$ cat src/rtl/gpio_bank_pkg.sv
package gpio_bank_pkg;

  localparam int unsigned BANK_LINES = 8;
  localparam int unsigned HOLE_BASE  = 'h90;
  localparam int unsigned HOLE_SIZE  = 'h10;
  localparam int unsigned OFS_DATA   = 'h0;
  localparam int unsigned OFS_DIR    = 'h4;

  typedef enum logic [1:0] {
    SEL_NONE = 2'd0,
    SEL_DATA = 2'd1,
    SEL_DIR  = 2'd2
  } reg_sel_e;

  // bank base: stride of 8 bytes, shifted past the interrupt window
  function automatic int unsigned bank_base(input int unsigned bank);
    int unsigned a;
    a = (bank + 1) * 8;
    if (a >= HOLE_BASE) a = a + HOLE_SIZE;
    return a;
  endfunction

endpackage

$ cat src/rtl/gpio_addr_dec.sv
module gpio_addr_dec
  import gpio_bank_pkg::*;
#(
  parameter int unsigned NBANK  = 20,
  parameter int unsigned ADDR_W = 10,
  parameter int unsigned BIDX_W = 5
) (
  input  logic [ADDR_W-1:0] addr,
  output logic              hit,
  output reg_sel_e          sel,
  output logic [BIDX_W-1:0] bidx
);

  logic [NBANK-1:0] m_data;
  logic [NBANK-1:0] m_dir;

  for (genvar g = 0; g < NBANK; g++) begin : g_cmp
    localparam logic [ADDR_W-1:0] A_DATA = ADDR_W'(bank_base(g) + OFS_DATA);
    localparam logic [ADDR_W-1:0] A_DIR  = ADDR_W'(bank_base(g) + OFS_DIR);
    assign m_data[g] = (addr == A_DATA);
    assign m_dir[g]  = (addr == A_DIR);
  end

  always_comb begin
    hit  = 1'b0;
    sel  = SEL_NONE;
    bidx = '0;
    for (int b = 0; b < NBANK; b++) begin
      if (m_data[b]) begin
        hit  = 1'b1;
        sel  = SEL_DATA;
        bidx = BIDX_W'(b);
      end
      if (m_dir[b]) begin
        hit  = 1'b1;
        sel  = SEL_DIR;
        bidx = BIDX_W'(b);
      end
    end
  end

endmodule

$ cat src/rtl/gpio_bank.sv
module gpio_bank #(
  parameter int unsigned NLINE = 8
) (
  input  logic             clk,
  input  logic             rst_n,
  input  logic             wr_data_en,
  input  logic             wr_dir_en,
  input  logic [NLINE-1:0] wdata,
  input  logic [NLINE-1:0] pad_in,
  output logic [NLINE-1:0] pad_out,
  output logic [NLINE-1:0] pad_oe,
  output logic [7:0]       rd_data,
  output logic [7:0]       rd_dir
);

  logic [NLINE-1:0] data_q;
  logic [NLINE-1:0] dir_q;
  logic [NLINE-1:0] sync1_q;
  logic [NLINE-1:0] sync2_q;
  logic [NLINE-1:0] seen;

  always_ff @(posedge clk or negedge rst_n) begin
    if (!rst_n) begin
      data_q <= '0;
      dir_q  <= '1;
    end else begin
      if (wr_data_en) data_q <= wdata;
      if (wr_dir_en)  dir_q  <= wdata;
    end
  end

  always_ff @(posedge clk or negedge rst_n) begin
    if (!rst_n) begin
      sync1_q <= '0;
      sync2_q <= '0;
    end else begin
      sync1_q <= pad_in;
      sync2_q <= sync1_q;
    end
  end

  assign seen    = (dir_q & sync2_q) | (~dir_q & data_q);
  assign pad_out = data_q;
  assign pad_oe  = ~dir_q;
  assign rd_data = 8'(seen);
  assign rd_dir  = 8'(dir_q);

endmodule

$ cat src/rtl/gpio_bank_ctrl.sv
module gpio_bank_ctrl
  import gpio_bank_pkg::*;
#(
  parameter int unsigned LINES  = 156,
  parameter int unsigned ADDR_W = 10
) (
  input  logic              clk,
  input  logic              rst_n,
  input  logic              req_valid,
  output logic              req_ready,
  input  logic              req_write,
  input  logic [ADDR_W-1:0] req_addr,
  input  logic [31:0]       req_wdata,
  output logic              rsp_valid,
  output logic [31:0]       rsp_rdata,
  input  logic [LINES-1:0]  pad_in,
  output logic [LINES-1:0]  pad_out,
  output logic [LINES-1:0]  pad_oe
);

  localparam int unsigned NBANK  = (LINES + BANK_LINES - 1) / BANK_LINES;
  localparam int unsigned BIDX_W = (NBANK > 1) ? $clog2(NBANK) : 1;

  logic              dec_hit;
  reg_sel_e          dec_sel;
  logic [BIDX_W-1:0] dec_bidx;
  logic              acc_rd;
  logic              acc_wr;
  logic [7:0]        rd_data_a [NBANK];
  logic [7:0]        rd_dir_a  [NBANK];
  logic [31:0]       rd_word;
  logic              unused_wdata_hi;

  assign req_ready       = 1'b1;
  assign acc_rd          = req_valid & req_ready & ~req_write;
  assign acc_wr          = req_valid & req_ready & req_write;
  assign unused_wdata_hi = ^req_wdata[31:8];

  gpio_addr_dec #(
    .NBANK (NBANK),
    .ADDR_W(ADDR_W),
    .BIDX_W(BIDX_W)
  ) u_dec (
    .addr(req_addr),
    .hit (dec_hit),
    .sel (dec_sel),
    .bidx(dec_bidx)
  );

  for (genvar b = 0; b < NBANK; b++) begin : g_bank
    localparam int unsigned LO = b * BANK_LINES;
    localparam int unsigned NL = ((LINES - LO) >= BANK_LINES) ? BANK_LINES : (LINES - LO);
    logic sel_me;
    assign sel_me = acc_wr & dec_hit & (dec_bidx == BIDX_W'(b));

    gpio_bank #(.NLINE(NL)) u_bank (
      .clk       (clk),
      .rst_n     (rst_n),
      .wr_data_en(sel_me & (dec_sel == SEL_DATA)),
      .wr_dir_en (sel_me & (dec_sel == SEL_DIR)),
      .wdata     (req_wdata[NL-1:0]),
      .pad_in    (pad_in[LO +: NL]),
      .pad_out   (pad_out[LO +: NL]),
      .pad_oe    (pad_oe[LO +: NL]),
      .rd_data   (rd_data_a[b]),
      .rd_dir    (rd_dir_a[b])
    );
  end

  always_comb begin
    rd_word = '0;
    if (dec_hit) begin
      if (dec_sel == SEL_DATA) rd_word = {24'd0, rd_data_a[dec_bidx]};
      if (dec_sel == SEL_DIR)  rd_word = {24'd0, rd_dir_a[dec_bidx]};
    end
  end

  always_ff @(posedge clk or negedge rst_n) begin
    if (!rst_n) begin
      rsp_valid <= 1'b0;
      rsp_rdata <= '0;
    end else begin
      rsp_valid <= acc_rd;
      rsp_rdata <= acc_rd ? rd_word : '0;
    end
  end

endmodule

$ cat config.mk
export PLATFORM = sky130hd
export DESIGN_NAME = gpio_bank_ctrl
export DESIGN_NICKNAME = d
export VERILOG_FILES = /design/src/rtl/gpio_bank_pkg.sv /design/src/rtl/gpio_addr_dec.sv /design/src/rtl/gpio_bank.sv /design/src/rtl/gpio_bank_ctrl.sv
export SDC_FILE = /design/constraint.sdc
export NUM_CORES = 1
export LEC_CHECK = 0
export ABC_CLOCK_PERIOD_IN_PS = 4900
export BUFFER_PORTS_ARGS = -buffer_cell sky130_fd_sc_hd__buf_4
export CAP_MARGIN = 15
export CORE_MARGIN = 8
export CORE_UTILIZATION = 46
export DETAILED_ROUTE_END_ITERATION = 10
export PLACE_DENSITY = 0.65
export SLEW_MARGIN = 20
export SYNTH_ARGS = -nofsm -noshare
export SYNTH_HDL_FRONTEND = slang
export SYNTH_SLANG_ARGS = --single-unit
$ cat constraint.sdc
create_clock -name clk -period 4.9 [get_ports clk]
set_input_delay 0.245 -clock clk [delete_from_list [all_inputs] [get_ports clk]]
set_output_delay 0.245 -clock clk [all_outputs]
set_load 0.02 [all_outputs]
==> impl_metrics.toml <==
[timing]
setup_violations = 0
fin_hold_ws_ns = 0.05232
fin_setup_tns_ns = 0
max_freq_ghz = 0.3290
max-slew-margin-rel_pct = 31.68
grt_setup_unrepaired = "no"
tightest_slew_ns = 1.021
clock_skew_ns = 0.01911
hold_viol = 0
drv_slew = 0
min_period_ns = 3.039
fin_crit_sh_pct = 62.03

[placed_design]
io_buffers = 498
gp_congestion = 0.9266
hpwl_um = 65290

[global_routing]
track_usage_pct = 28.75
grt_max_degree = 144
grt_overflow_total = 0
grt_pass1_vias = 19720
grt_antenna_before_repair = 4
grt_pass1_wl_um = 133900

[setup_path]
cp-start-kind = "primary input"
cp.required_ns = 5.40
worstSetupPathType = "in -> reg"
endpoint_kind = "flip-flop"
crit_path_frequent_cell = "buf_4"
worstPathCellList = "buf_4 > or4_1 > a31oi_4 > o21a_4 > buf_4 > nor2_4 > a32o_1 > a31oi_1 > nand4_1 > a221oi_2"
critPathBufInv = 2
crit_fanout = 27
max_stage_delay_ns = 0.78
slowest_stage = "or4_1"
arrival_ns = 3.54
critical_path.top_delay_family = "compound AO/OA/AOI/OAI gates"

[yosys]
syn_avg_cell_area_um2 = 12.14
netlist.area_leader.share_pct = 47.18
syn_area_mm2 = 0.02530
synthFlopType = "dfrtp_1"
synth_cells = 2084
ys_seq_area_share_pct = 63.38
synthTopCellsByCount = "dfrtp_1, nand2_1, mux2_2"
synth-seq-cells = 633
ys_warn_count = 0
async_flop_share_pct = 100.0
synth.most_common_cell = "dfrtp_1"
yosysUniqueCellTypes = 68
synthTopCellsByArea = "dfrtp_1, dfstp_2, mux2_2, mux2i_1, nand2_1"
synth-edff-count = 0
synth_top_area_cell = "dfrtp_1"

[clock_tree]
clk_pin_slew_ns = 0.06
cts-root-buf = "clkbuf_16"
cts_made_buffers = 69
clockBufferDepth = 3
cts-resized-gates = 0
cts.sinks = 633
h-tree-depth = 3
clock_latency_ns = 0.61
cts_tree = "built"

[detailed_routing]
drt-vias-per-instance = 5.519
dr_total_vias = 19330
routedWlPerCell_um = 26.31
drt_iter0_drc = 1640
drc = 0
drt-pass1-iter-count = 5
ant_nets = 0
routed_wl_um = 92150

[floorplan]
die_h_um = 250.5
die_w_um = 250.5
num_rows = 86
die-area_mm2 = 0.06276
io_pins = 548
core_area_mm2 = 0.05477
initial_core_util_pct = 46.19

[pwr]
vdd_drop_max_uv = 274.8
p_per_area_mw_per_mm2 = 334.6
cellLeakagePower_nw = 17.02

[min_path]
hp-class = "in -> reg"

[cells_and_area]
fillers = 4292
layout-drive-gt1-share_pct = 36.01
nets = 2940
area_growth_pct = 32.85

[outcome]
status = "completed"

[run]
max-cap-violations = 0
[final timing paths]
path,slack [ns],endpoint,start,cells after the start
worst max-delay path,1.86,rsp_rdata[2]$_DFF_PN0_,req_addr[9],10
worst min-delay path,0.05,rsp_rdata[7]$_DFF_PN0_,req_addr[2],3
worst max register to register,2.73,rsp_rdata[4]$_DFF_PN0_,g_bank[15].u_bank.rd_dir[4]$_DFFE_PN1P_,6
worst min register to register,0.34,g_bank[14].u_bank.sync2_q[5]$_DFF_PN0_,g_bank[14].u_bank.sync1_q[5]$_DFF_PN0_,0
max in group asynchronous,3.29,g_bank[1].u_bank.sync2_q[3]$_DFF_PN0_,rst_n,3
min in group asynchronous,0.28,g_bank[17].u_bank.sync2_q[2]$_DFF_PN0_,rst_n,2
[cell usage in the layout, fill, tap and decap left out, types with 9 or more instances in the layout]
cell,netlist,routed
dfrtp_1,477,477
a21oi_1,40,40
inv_1,160,160
conb_1,2,25
dlygate4sd3_1,0,159
o21ai_0,160,159
clkbuf_16,0,70
a211oi_1,91,91
dfstp_2,156,156
mux2i_1,136,136
o211ai_1,34,34
nor2_1,45,45
a311oi_1,9,9
buf_4,29,526
mux2_2,177,177
nand3_1,18,17
clkbuf_1,55,17
nand2_2,10,10
nor2b_1,35,35
clkbuf_8,0,18
nand2_1,262,262
and2_1,20,20
nor3_1,14,14
[routing by layer]
metal	vias to the layer above	wire length [um]	GRT usage, %
met5	-	13	0
met4	2	4248	12.09
met3	195	7705	8.053
met2	896	42480	44.60
met1	9818	37700	37.77
li1	8415	-	-
[sequential cells by signal (all words and copies together), names as in the netlist]
signal                 flops
g_bank.u_bank.dir_q        4
g_bank.u_bank.sync2_q    156
g_bank.u_bank.sync1_q    156
rsp_rdata                  8
rsp_valid                  1
g_bank.u_bank.rd_dir     152
g_bank.u_bank.pad_out    156
[timing repair]
item / CTS / global route
hold endpoints to repair: 233 / 0
setup buffers: 0 / 0
hold buffers: 159 / 0
[per-stage QoR]
step                cell area [um2]  util, %  worst slack (ns)  power [mW]  cells
floorplan                     25390        -             2.462       5.654   2107
global placement              29690    54.21             1.367       5.956   3212
detailed placement            29690    54.21             1.349       5.965   3212
CTS                           33600    61.35             1.966       11.33   3498
global route                  33600    61.35             1.818       11.62   3499
finish                        33610    61.37             1.861       11.25   3502
[layout make-up]
cell class | instances | area (um2) | area share, %
clock inverter | 22 | 251.5 | 0.7483
sequential | 633 | 16040 | 47.71
inverter | 160 | 600.6 | 1.787
tap | 704 | 880.8 | 2.621
antenna | 4 | 10.01 | 0.02978
clock buffer | 105 | 2063 | 6.139
timing repair buffer | 693 | 5695 | 16.95
multi-input combinational | 1181 | 8073 | 24.02
[cell families after synthesis]
| logic type | count (synthesis) | share of synthesized area [%] |
|---|---|---|
| and+or+nand+nor | 447 | 8.106 |
| other | 2 | 0.02968 |
| muxes | 313 | 13.26 |
| DFF | 633 | 63.38 |
| xor gates and xnor gates | 1 | 0.03463 |
| buffers and inverters | 293 | 5.193 |
| AOI/OAI and AO/OA | 395 | 9.995 |
[worst reg2reg max path, delay by kind of cell, from the launching register on]
kind / cells / cell delay, ns
AOI/OAI and AO/OA: 5 / 1.42
buffers and inverters: 1 / 0.07
DFF: 1 / 0.55
[where the power goes]
part           internal [mW]  leakage [nW]  switching [mW]
clock                   3.13          1.13            2.13
combinational          0.238          8.31           0.330
sequential              5.37          7.58          0.0449
(Power assumes the default switching activity.)
